## src/rtl/ptc_pkg.sv

```systemverilog
package ptc_pkg;

  typedef enum logic [1:0] {
    PATH_FAST   = 2'd0,
    PATH_FULL   = 2'd1,
    PATH_SINGLE = 2'd2,
    PATH_OFF    = 2'd3
  } pathMode_t;

  typedef struct packed {
    logic capture;
    logic clearN;
  } ptcStrobe_t;

endpackage

```

## src/rtl/ptc_config.sv

```systemverilog
module ptc_config #(
  parameter int NUM_IN   = 18,
  parameter int NUM_OUT  = 4,
  parameter int NUM_PT   = 20,
  parameter int SEL_W    = 5,
  parameter int TOTAL_PT = 23,
  parameter int ADDR_W   = 5,
  parameter int CFG_W    = 37
) (
  input  logic clk,
  input  logic rstN,
  input  logic cfgWe,
  input  logic [ADDR_W-1:0] cfgAddr,
  input  logic [CFG_W-1:0] cfgData,
  output logic [TOTAL_PT-1:0][NUM_IN-1:0] termTrue,
  output logic [TOTAL_PT-1:0][NUM_IN-1:0] termComp,
  output logic [TOTAL_PT-1:0] termEn,
  output logic [NUM_OUT-1:0][1:0] outMode,
  output logic [NUM_OUT-1:0] regSel,
  output logic [NUM_OUT-1:0] xorEn,
  output logic [NUM_OUT-1:0][SEL_W-1:0] xorSel,
  output logic [NUM_OUT-1:0][NUM_PT-1:0] sumMask,
  output logic rstEn,
  output logic oeEn,
  output logic clkSel
);

  localparam int OUT_BASE = TOTAL_PT;
  localparam int CTL_ADDR = TOTAL_PT + NUM_OUT;

  always_ff @(posedge clk or negedge rstN) begin
    if (!rstN) begin
      termTrue <= '0;
      termComp <= '0;
      termEn   <= '0;
      outMode  <= '0;
      regSel   <= '0;
      xorEn    <= '0;
      xorSel   <= '0;
      sumMask  <= '0;
      rstEn    <= 1'b0;
      oeEn     <= 1'b0;
      clkSel   <= 1'b0;
    end else if (cfgWe) begin
      for (int t = 0; t < TOTAL_PT; t++) begin
        if (cfgAddr == ADDR_W'(t)) begin
          termTrue[t] <= cfgData[NUM_IN-1:0];
          termComp[t] <= cfgData[2*NUM_IN-1:NUM_IN];
          termEn[t]   <= cfgData[2*NUM_IN];
        end
      end
      for (int k = 0; k < NUM_OUT; k++) begin
        if (cfgAddr == ADDR_W'(OUT_BASE + k)) begin
          outMode[k] <= cfgData[1:0];
          regSel[k]  <= cfgData[2];
          xorEn[k]   <= cfgData[3];
          xorSel[k]  <= cfgData[4 +: SEL_W];
          sumMask[k] <= cfgData[4+SEL_W +: NUM_PT];
        end
      end
      if (cfgAddr == ADDR_W'(CTL_ADDR)) begin
        rstEn  <= cfgData[0];
        oeEn   <= cfgData[1];
        clkSel <= cfgData[2];
      end
    end
  end

endmodule

```

## src/rtl/ptc_control.sv

```systemverilog
module ptc_control
  import ptc_pkg::*;
(
  input  logic clk,
  input  logic rstN,
  input  logic rstEn,
  input  logic oeEn,
  input  logic clkSel,
  input  logic rstTerm,
  input  logic oeTerm,
  input  logic clkTerm,
  output ptcStrobe_t strobe,
  output logic oe
);

  logic prevClk;

  // Clock term sampled on the cell clock; its rising transition becomes a capture strobe.
  always_ff @(posedge clk or negedge rstN) begin
    if (!rstN) prevClk <= 1'b0;
    else       prevClk <= clkTerm;
  end

  always_comb begin
    strobe.capture = clkSel ? (clkTerm & ~prevClk) : 1'b1;
    strobe.clearN  = rstN & ~(rstEn & rstTerm);
  end

  assign oe = oeEn ? oeTerm : 1'b1;

endmodule

```

## src/rtl/ptc_datapath.sv

```systemverilog
module ptc_datapath
  import ptc_pkg::*;
#(
  parameter int NUM_IN   = 18,
  parameter int NUM_OUT  = 4,
  parameter int NUM_PT   = 20,
  parameter int FAST_PT  = 4,
  parameter int SEL_W    = 5,
  parameter int TOTAL_PT = 23
) (
  input  logic clk,
  input  logic [NUM_IN-1:0] din,
  input  logic [TOTAL_PT-1:0][NUM_IN-1:0] termTrue,
  input  logic [TOTAL_PT-1:0][NUM_IN-1:0] termComp,
  input  logic [TOTAL_PT-1:0] termEn,
  input  logic [NUM_OUT-1:0][1:0] outMode,
  input  logic [NUM_OUT-1:0] regSel,
  input  logic [NUM_OUT-1:0] xorEn,
  input  logic [NUM_OUT-1:0][SEL_W-1:0] xorSel,
  input  logic [NUM_OUT-1:0][NUM_PT-1:0] sumMask,
  input  ptcStrobe_t strobe,
  output logic rstTerm,
  output logic oeTerm,
  output logic clkTerm,
  output logic [NUM_OUT-1:0] logicVal,
  output logic [NUM_OUT-1:0] regQ,
  output logic [NUM_OUT-1:0] dout
);

  logic [TOTAL_PT-1:0] pt;
  logic clearN;

  // AND plane: each term checks its true and complement requirements.
  for (genvar t = 0; t < TOTAL_PT; t++) begin : gTerm
    logic [NUM_IN-1:0] okBits;
    assign okBits = (~termTrue[t] | din) & (~termComp[t] | ~din);
    assign pt[t]  = termEn[t] & (&okBits);
  end

  assign rstTerm = pt[NUM_PT];
  assign oeTerm  = pt[NUM_PT+1];
  assign clkTerm = pt[NUM_PT+2];

  // OR / XOR stage, one per output.
  for (genvar k = 0; k < NUM_OUT; k++) begin : gOut
    logic fastHit;
    logic sumHit;
    logic inRange;
    logic xorOp;
    logic res;

    assign fastHit = |pt[k*FAST_PT +: FAST_PT];
    assign sumHit  = |(pt[NUM_PT-1:0] & sumMask[k]);
    assign inRange = {1'b0, xorSel[k]} < (SEL_W+1)'(NUM_PT);
    assign xorOp   = xorEn[k] & inRange & pt[xorSel[k]];

    always_comb begin
      unique case (pathMode_t'(outMode[k]))
        PATH_FAST:   res = fastHit;
        PATH_FULL:   res = sumHit ^ xorOp;
        PATH_SINGLE: res = pt[k*FAST_PT] ^ xorOp;
        default:     res = 1'b0;
      endcase
    end

    assign logicVal[k] = res;
  end

  assign clearN = strobe.clearN;

  always_ff @(posedge clk or negedge clearN) begin
    if (!clearN)             regQ <= '0;
    else if (strobe.capture) regQ <= logicVal;
  end

  assign dout = (regSel & regQ) | (~regSel & logicVal);

endmodule

```

## src/rtl/pterm_logic_cell.sv

```systemverilog
module pterm_logic_cell
  import ptc_pkg::*;
#(
  parameter int NUM_IN  = 18,
  parameter int NUM_OUT = 4,
  parameter int NUM_PT  = 20,
  parameter int FAST_PT = 4,
  localparam int SEL_W    = $clog2(NUM_PT),
  localparam int TOTAL_PT = NUM_PT + 3,
  localparam int NUM_WORD = TOTAL_PT + NUM_OUT + 1,
  localparam int ADDR_W   = $clog2(NUM_WORD),
  localparam int TERM_W   = 2*NUM_IN + 1,
  localparam int OUTW_W   = 4 + SEL_W + NUM_PT,
  localparam int CFG_W    = (TERM_W > OUTW_W) ? TERM_W : OUTW_W
) (
  input  logic clk,
  input  logic rstN,
  input  logic cfgWe,
  input  logic [ADDR_W-1:0] cfgAddr,
  input  logic [CFG_W-1:0] cfgData,
  input  logic [NUM_IN-1:0] din,
  output logic [NUM_OUT-1:0] dout,
  output logic oe
);

  logic [TOTAL_PT-1:0][NUM_IN-1:0] cfgTermTrue;
  logic [TOTAL_PT-1:0][NUM_IN-1:0] cfgTermComp;
  logic [TOTAL_PT-1:0] cfgTermEn;
  logic [NUM_OUT-1:0][1:0] cfgOutMode;
  logic [NUM_OUT-1:0] cfgRegSel;
  logic [NUM_OUT-1:0] cfgXorEn;
  logic [NUM_OUT-1:0][SEL_W-1:0] cfgXorSel;
  logic [NUM_OUT-1:0][NUM_PT-1:0] cfgSumMask;
  logic cfgRstEn;
  logic cfgOeEn;
  logic cfgClkSel;
  logic ctlRstTerm;
  logic ctlOeTerm;
  logic ctlClkTerm;
  logic [NUM_OUT-1:0] logicVal;
  logic [NUM_OUT-1:0] regQ;
  ptcStrobe_t strobe;

  ptc_config #(
    .NUM_IN(NUM_IN), .NUM_OUT(NUM_OUT), .NUM_PT(NUM_PT), .SEL_W(SEL_W),
    .TOTAL_PT(TOTAL_PT), .ADDR_W(ADDR_W), .CFG_W(CFG_W)
  ) uConfig (
    .clk(clk), .rstN(rstN), .cfgWe(cfgWe), .cfgAddr(cfgAddr), .cfgData(cfgData),
    .termTrue(cfgTermTrue), .termComp(cfgTermComp), .termEn(cfgTermEn),
    .outMode(cfgOutMode), .regSel(cfgRegSel), .xorEn(cfgXorEn), .xorSel(cfgXorSel),
    .sumMask(cfgSumMask), .rstEn(cfgRstEn), .oeEn(cfgOeEn), .clkSel(cfgClkSel)
  );

  ptc_control uControl (
    .clk(clk), .rstN(rstN), .rstEn(cfgRstEn), .oeEn(cfgOeEn), .clkSel(cfgClkSel),
    .rstTerm(ctlRstTerm), .oeTerm(ctlOeTerm), .clkTerm(ctlClkTerm),
    .strobe(strobe), .oe(oe)
  );

  ptc_datapath #(
    .NUM_IN(NUM_IN), .NUM_OUT(NUM_OUT), .NUM_PT(NUM_PT), .FAST_PT(FAST_PT),
    .SEL_W(SEL_W), .TOTAL_PT(TOTAL_PT)
  ) uDatapath (
    .clk(clk), .din(din),
    .termTrue(cfgTermTrue), .termComp(cfgTermComp), .termEn(cfgTermEn),
    .outMode(cfgOutMode), .regSel(cfgRegSel), .xorEn(cfgXorEn), .xorSel(cfgXorSel),
    .sumMask(cfgSumMask), .strobe(strobe),
    .rstTerm(ctlRstTerm), .oeTerm(ctlOeTerm), .clkTerm(ctlClkTerm),
    .logicVal(logicVal), .regQ(regQ), .dout(dout)
  );

endmodule

```

## config.mk

```make
export PLATFORM = sky130hd
export DESIGN_NAME = pterm_logic_cell
export DESIGN_NICKNAME = d
export VERILOG_FILES = /design/src/rtl/ptc_pkg.sv /design/src/rtl/ptc_config.sv /design/src/rtl/ptc_control.sv /design/src/rtl/ptc_datapath.sv /design/src/rtl/pterm_logic_cell.sv
export SDC_FILE = /design/constraint.sdc
export NUM_CORES = 2
export LEC_CHECK = 0
export ABC_AREA = 1
export CORE_MARGIN = 4
export CORE_UTILIZATION = 23
export DETAILED_ROUTE_END_ITERATION = 12
export DONT_BUFFER_PORTS = 1
export GPL_TIMING_DRIVEN = 0
export PLACE_DENSITY = 0.39
export SLEW_MARGIN = 20
export SYNTH_ARGS = -nofsm -noshare
export SYNTH_HDL_FRONTEND = slang
export SYNTH_SLANG_ARGS = --single-unit
```

## constraint.sdc

```tcl
create_clock -name clk -period 3.1 [get_ports clk]
set_clock_uncertainty 0.15 [all_clocks]
set_input_delay 0.155 -clock clk [delete_from_list [all_inputs] [get_ports clk]]
set_output_delay 0.155 -clock clk [all_outputs]
set_load 0.02 [all_outputs]
```

# Word-level counts from Yosys, hierarchy flattened
# Index checks and enable logic that the tools add are counted.
dict set report word_totals {
  register_bits 975
  input_bits 63
  word_cells 383
  output_inout_bits 5
}
dict set report classes {
  n_lt_le_gt_ge 8
  bitwise 168
  mux 14
  n_eq_ne 35
  n_reduce_logical 64
}
# operator n
set ops {}
lappend ops {{18-bit inverter} 47}
lappend ops {{18-bit OR} 46}
lappend ops {{18-bit AND} 23}
lappend ops {{18-bit AND reduction} 23}
lappend ops {{20-bit AND} 4}
lappend ops {{20-bit OR reduction} 4}
lappend ops {{5-bit == test, second input constant} 12}
lappend ops {{2-bit AND reduction} 28}
lappend ops {{5-bit by 4-bit == test with 1-bit output, second input constant} 8}
lappend ops {{1-bit AND} 34}
lappend ops {{5-bit by 6-bit < comparator with 1-bit output, second input constant} 4}
lappend ops {{1-bit binary-select mux with 5-bit select} 4}
lappend ops {{5-bit by 3-bit == test with 1-bit output, second input constant} 4}
lappend ops {{5-bit < comparator, second input constant} 4}
lappend ops {{4-bit OR reduction} 4}
lappend ops {{1-bit case mux with 3 select lines} 4}
lappend ops {{5-bit by 2-bit == test with 1-bit output, second input constant} 2}
lappend ops {{4-bit AND} 2}
lappend ops {{2-bit by 1-bit == test with 1-bit output, second input constant} 4}
lappend ops {{2-bit == test, second input constant} 4}
lappend ops {{2-bit logical NOT} 4}
lappend ops {{1-bit bitwise XOR} 8}
lappend ops {{1-bit 2-to-1 mux} 6}
lappend ops {{5-bit by 1-bit == test with 1-bit output, second input constant} 1}
lappend ops {{other kinds (4)} 5}

# Depth between registers and ports, before layout
dict set report depth {
  depth_word 12
  mapped_depth 25
  depth_no_buf 23
}

# Modules after synthesis
# From an unflattened synthesis, not the netlist that was laid out.
dict set report hier_totals {
  hier_cells 7262
  area_unflattened_um2 51338.0
}
# mod cells_each area_each_um2 seq_area_each_um2 n_inst
set modules_own_cells {}
lappend modules_own_cells {ptc_config 4338 38481.9 24273.3 1}
lappend modules_own_cells {ptc_datapath 2916 12799.8 100.1 1}
lappend modules_own_cells {ptc_control 8 56.3 25.0 1}

# Least setup slack after synthesis
# OpenSTA, ideal clock, no wires.
dict set report synth_path {
  path_type {in2out}
  start {in din[2]}
  end {out dout[2]}
  stages 21
  arrival_time_ns 2.043
  path_slack_ns 0.752
  path_buffers 2
  t_required_ns 2.795
  cell_sequence {buf_4 > buf_2 > nand2_1 > nand2_1 > nor2_1 > nand2_1 > nor2_1 > nand3_2 > nand2_1 > nand2_1 > nor2_1 > nand2_1 > nand3_1 > nand3_1 > nand2_1 > nand2_1 > nand2_1 > nand3_1 > nand2_1 > nand2_1 > a21oi_1}
}
dict set report synth_via {
  elab_chain_cells 12
  word_cells_on_any_way 127
  cone_classes {mux (3); bitwise (99); reduce/logical (25)}
}
# element line
set synth_lines {}
lappend synth_lines {{start: declaration} pterm_logic_cell.sv:21} ;# input logic [NUM_IN-1:0] din,
lappend synth_lines {{18-bit inverter} ptc_datapath.sv:36} ;# assign okBits = (~termTrue[t] | din) & (~termComp[t] | ~din);
lappend synth_lines {{18-bit OR} ptc_datapath.sv:36}
lappend synth_lines {{18-bit AND} ptc_datapath.sv:36}
lappend synth_lines {{18-bit AND reduction} ptc_datapath.sv:37} ;# assign pt[t] = termEn[t] & (&okBits);
lappend synth_lines {{1-bit AND} ptc_datapath.sv:37}
lappend synth_lines {{1-bit binary-select mux with 5-bit select} ptc_datapath.sv:55} ;# assign xorOp = xorEn[k] & inRange & pt[xorSel[k]];
lappend synth_lines {{1-bit 2-to-1 mux (not written as such)} ptc_datapath.sv:55}
lappend synth_lines {{1-bit AND} ptc_datapath.sv:55}
lappend synth_lines {{1-bit bitwise XOR (on tied branches)} {ptc_datapath.sv:61, ptc_datapath.sv:60}}
lappend synth_lines {{1-bit case mux with 3 select lines *} ptc_datapath.sv:58} ;# unique case (pathMode_t'(outMode[k]))
lappend synth_lines {{4-bit AND *} ptc_datapath.sv:76} ;# assign dout = (regSel & regQ) | (~regSel & logicVal);
lappend synth_lines {{4-bit OR *} ptc_datapath.sv:76}
lappend synth_lines {{end: declaration} pterm_logic_cell.sv:22} ;# output logic [NUM_OUT-1:0] dout,
# Every way passes the cells marked *; elsewhere a longest branch is shown, timed or not. The select of a mux whose other input is x is not followed.

# Worst setup path in the final report
dict set report layout_path {
  start {in din[6]}
  end {out dout[2]}
}
# The elaborated chain is that of the path after synthesis.

==> flow_summary_export.csv <==
group,metric,value,unit
clock_tree,ctsHtreeMaxLevel,3,
grt,grt-ovfl-total,0,
floorplanning,pin_count,68,
power_and_ir_drop,p_sw_share,34.1,%
yosys,synthMuxAreaShare,0,%
clock_tree,clock_latency,0.78,ns
place,io_buffers,0,
floorplanning,die_h,452,µm
detailed_routing,route.vias.total,45100,
worst_setup_path,cp.depth,19,
power_and_ir_drop,p_per_area,728,mW/mm²
cells_and_area,nNetsFinal,6196,
yosys,synth.most_common_cell,"nand2_1",
detailed_routing,ant_nets,0,
worst_setup_path,crit_type,"input pin to primary output",
power_and_ir_drop,seq_power_share,41.2,%
power_and_ir_drop,p_int,26.4,mW
outcome,status,"finished with violations",
detailed_routing,vias_per_cell,5.09,
timing,drv_slew,0,
yosys,yosys.area_share.simple,28.3,%
timing,finalSetupViolCount,4,
run,maxCapViolCount,0,
yosys,synth_warnings,0,
grt,grt_first_pass_wirelength,361,mm
power_and_ir_drop,p_sw,13.7,mW
power_and_ir_drop,clock_power_share,36.3,%
timing,fmax,275,MHz
worst_setup_path,end_kind,"primary output",
place,place_inst,8518,
worst_setup_path,critical-path-slowest-cell,"nand4_1",
detailed_routing,routed_wl,265,mm
yosys,yosysTopAreaCellShare,53.7,%
grt,antenna_found_initial,59,
clock_tree,clock_path_buffers,3,
cells_and_area,area_growth,21.4,%
power_and_ir_drop,power.leakage,26.8,nW
worst_setup_path,cp_data_arrival_time,3.33,ns
yosys,yosys.area_share.xor_xnor,0,%
cells_and_area,utilization,28.2,%
floorplanning,die-area,0.205,mm²
yosys,synth_compound_area_share,12.1,%
yosys,synth_top_family_by_area,"simple AND/OR/NAND/NOR gates",
cells_and_area,drive_above_1_share,9.97,%
yosys,ys_ff_latch,975,
yosys,synth_cells,5879,
worst_setup_path,cp_cell_sequence,"buf_4, inv_2, buf_6, buf_6, nand2_1, nand2_1, nor2_2, nand4_1, o21ai_1, nor2_1, nand2_1, nor2_2, a21oi_2, inv_1, nand2_1, nand3_1, nand2_2, nand2_4, a21oi_4",
worst_setup_path,startpoint_type,"input pin",
grt,grt_usage,25.3,%
detailed_routing,drt_pass1_iterations,7,
clock_tree,tritoncts,"done",
cells_and_area,stdcell_count,8850,
worst_setup_path,cpPeakStageDelay,0.39,ns
grt,grt_max_degree,200,
hold_path,hp-class,"input pin to asynchronous set/reset pin",
yosys,synthTopCellsByCount,"nand2_1 (2412), o21ai_0 (1020), dfrtp_1 (975)",
clock_tree,cts_buffers,116,
worst_setup_path,crit_family,"simple AND/OR/NAND/NOR gates",
place,dpl_cell_area,0.0491,mm²
worst_setup_path,cp_max_fo,10,
timing,timing.final.hold_violations,0,
detailed_routing,avgRoutedWirePerCell,30.0,µm
place,gp_congestion,0.927,
floorplanning,fp.dieW,452,µm
timing,setup_ws,-0.538,ns
power_and_ir_drop,totalPowerFinal,40.2,mW
outcome,violations,"setup timing",
floorplanning,initial_core_util,23.2,%
yosys,postSynthAreaPerCell,7.72,µm²
yosys,async_reset_ff_share,100,%
yosys,synthTopCellsByArea,"dfrtp_1 (54%), nand2_1 (20%), o21ai_0 (11%)",
yosys,seq_area_frac_synth,53.7,%
worst_setup_path,path_buf_inv,5,
power_and_ir_drop,ir_drop,0.473,mV
detailed_routing,drcViolationCount,0,
clock_tree,cts_root_buf,"clkbuf_16",
yosys,synth_largest_area_cell,"dfrtp_1",
detailed_routing,initialDrtViolationCount,5833,
worst_setup_path,cp_common_cell,"nand2_1",
yosys,synth-adder-area-share,0.331,%
timing,rsz0062_at_grt,"yes",
worst_setup_path,reg2regPathDepth,16,
yosys,synth_cell_types,36,
floorplanning,core_area,0.196,mm²
clock_tree,clk_pin_slew,0.06,ns
timing,worst-slew-pin-transition,1.33,ns
yosys,ys.flop_type,"dfrtp_1",
power_and_ir_drop,power.share.combinational,22.5,%
cells_and_area,design_area,0.0552,mm²
place,post-dp-hpwl,175,mm
timing,max-slew-margin-rel,11.4,%
floorplanning,rows,162,
yosys,synth_nets,5954,
worst_setup_path,worstPathRequired,2.79,ns
timing,layout_min_cycle_time,3.64,ns
clock_tree,clkSinkCount,975,
yosys,syn_area,0.0454,mm²
timing,finalCritPeriodShare,117,%
grt,grt_pass1_vias,42800,
yosys,synth_edf_count,0,
## sequential cells by signal (all words and copies together) (netlist names), 4 cells and up
name              count
uConfig.xorEn         4
uConfig.outMode       8
uConfig.termComp    414
uConfig.termEn       23
uConfig.xorSel       20
uConfig.regSel        4
uConfig.termTrue    414
uConfig.sumMask      80
uDatapath.regQ        4
## cell type report
cell class	instances	area, µm²
inverter	228	861
clock buffer	161	3330
sequential	975	24400
multi-input combinational	4302	19300
clock inverter	47	584
antenna	15	37.5
buffer	374	1800
tap	2624	3280
fill	21500	140000
timing repair buffer	124	1520
## cells in the final DEF (no fill, tap or decap), types with 15 or more instances in the layout
master and instances:
clkinv_2 26, a21oi_1 25, nor2_4 52, dlygate4sd3_1 46
nand2_2 42, clkbuf_8 22, nand3_1 162, clkbuf_2 69
inv_2 18, nor2_1 309, diode_2 15, buf_6 24
buf_2 26, clkbuf_16 119, buf_12 17, nand4_1 149
inv_1 207, nand2_1 2367, clkbuf_1 242, nor2_2 45
o21ai_0 1012, buf_4 80, dfrtp_1 975
## through the flow
stage          TNS [ns]  setup WS (ns)  hold WS [ns]
3_3_place_gp     -39.96          -1.61        -0.117
2_1_floorplan         0          0.752        -0.291
4_1_cts           -1.70         -0.449        0.0112
5_1_grt           -2.14         -0.566        0.0646
6_report          -1.75         -0.538       0.00548
3_5_place_dp      -9.59          -1.41        -0.290
## metal layers
metal,track usage (%),wire length (µm)
met1,36.1,117000
met2,38.4,115000
met3,4.03,21800
met4,9.77,11000
met5,0,13
## worst min-delay path: stages
cell	delay, ns
dlygate4sd3_1	0.66
buf_16	0.18
buf_16	0.33
## final timing paths
check	start	to	slack, ns
worst max register to register	uConfig.termComp[247]$_DFFE_PN0P_	uDatapath.regQ[2]$_DFFE_PN0P_	0.27
worst max-delay path	din[6]	dout[2]	-0.54
worst min-delay path	rstN	uConfig.termTrue[122]$_DFFE_PN0P_	0.005
min in group clk	cfgAddr[2]	uConfig.termComp[289]$_DFFE_PN0P_	0.08
worst min register to register	uConfig.rstEn$_DFFE_PN0P_	uDatapath.regQ[1]$_DFFE_PN0P_	0.15
max in group asynchronous	rstN	uDatapath.regQ[0]$_DFFE_PN0P_	0.92
## kinds of logic (layout without fill, tap and decap cells)
kind of cell	after synthesis	in the layout
compound gates	1086	1086
buf+inv	602	934
flops	975	975
simple gates	3204	3204
fa+ha+maj	12	12
other cells	0	15
## power groups by stage
| stage | logic [mW] | registers [mW] | clock network (mW) |
|---|---|---|---|
| finish | 9.03 | 16.6 | 14.6 |
| global route | 9.92 | 16.8 | 15.2 |
| CTS | 8.74 | 16.5 | 14.7 |
| detailed placement | 7.91 | 16.7 | 0 |
| global placement | 7.51 | 16.7 | 0 |
| floorplan | 4.76 | 16.2 | 0 |
## what timing repair did
action	CTS	global route
pin swaps	72	53
hold buffers	45	2
buffers inserted	48	12
resized for setup	201	53
endpoints found under the hold margin	462	82
cloned	0	1
setup endpoints to repair	9	8
Power figures use the tool's default switching activity.
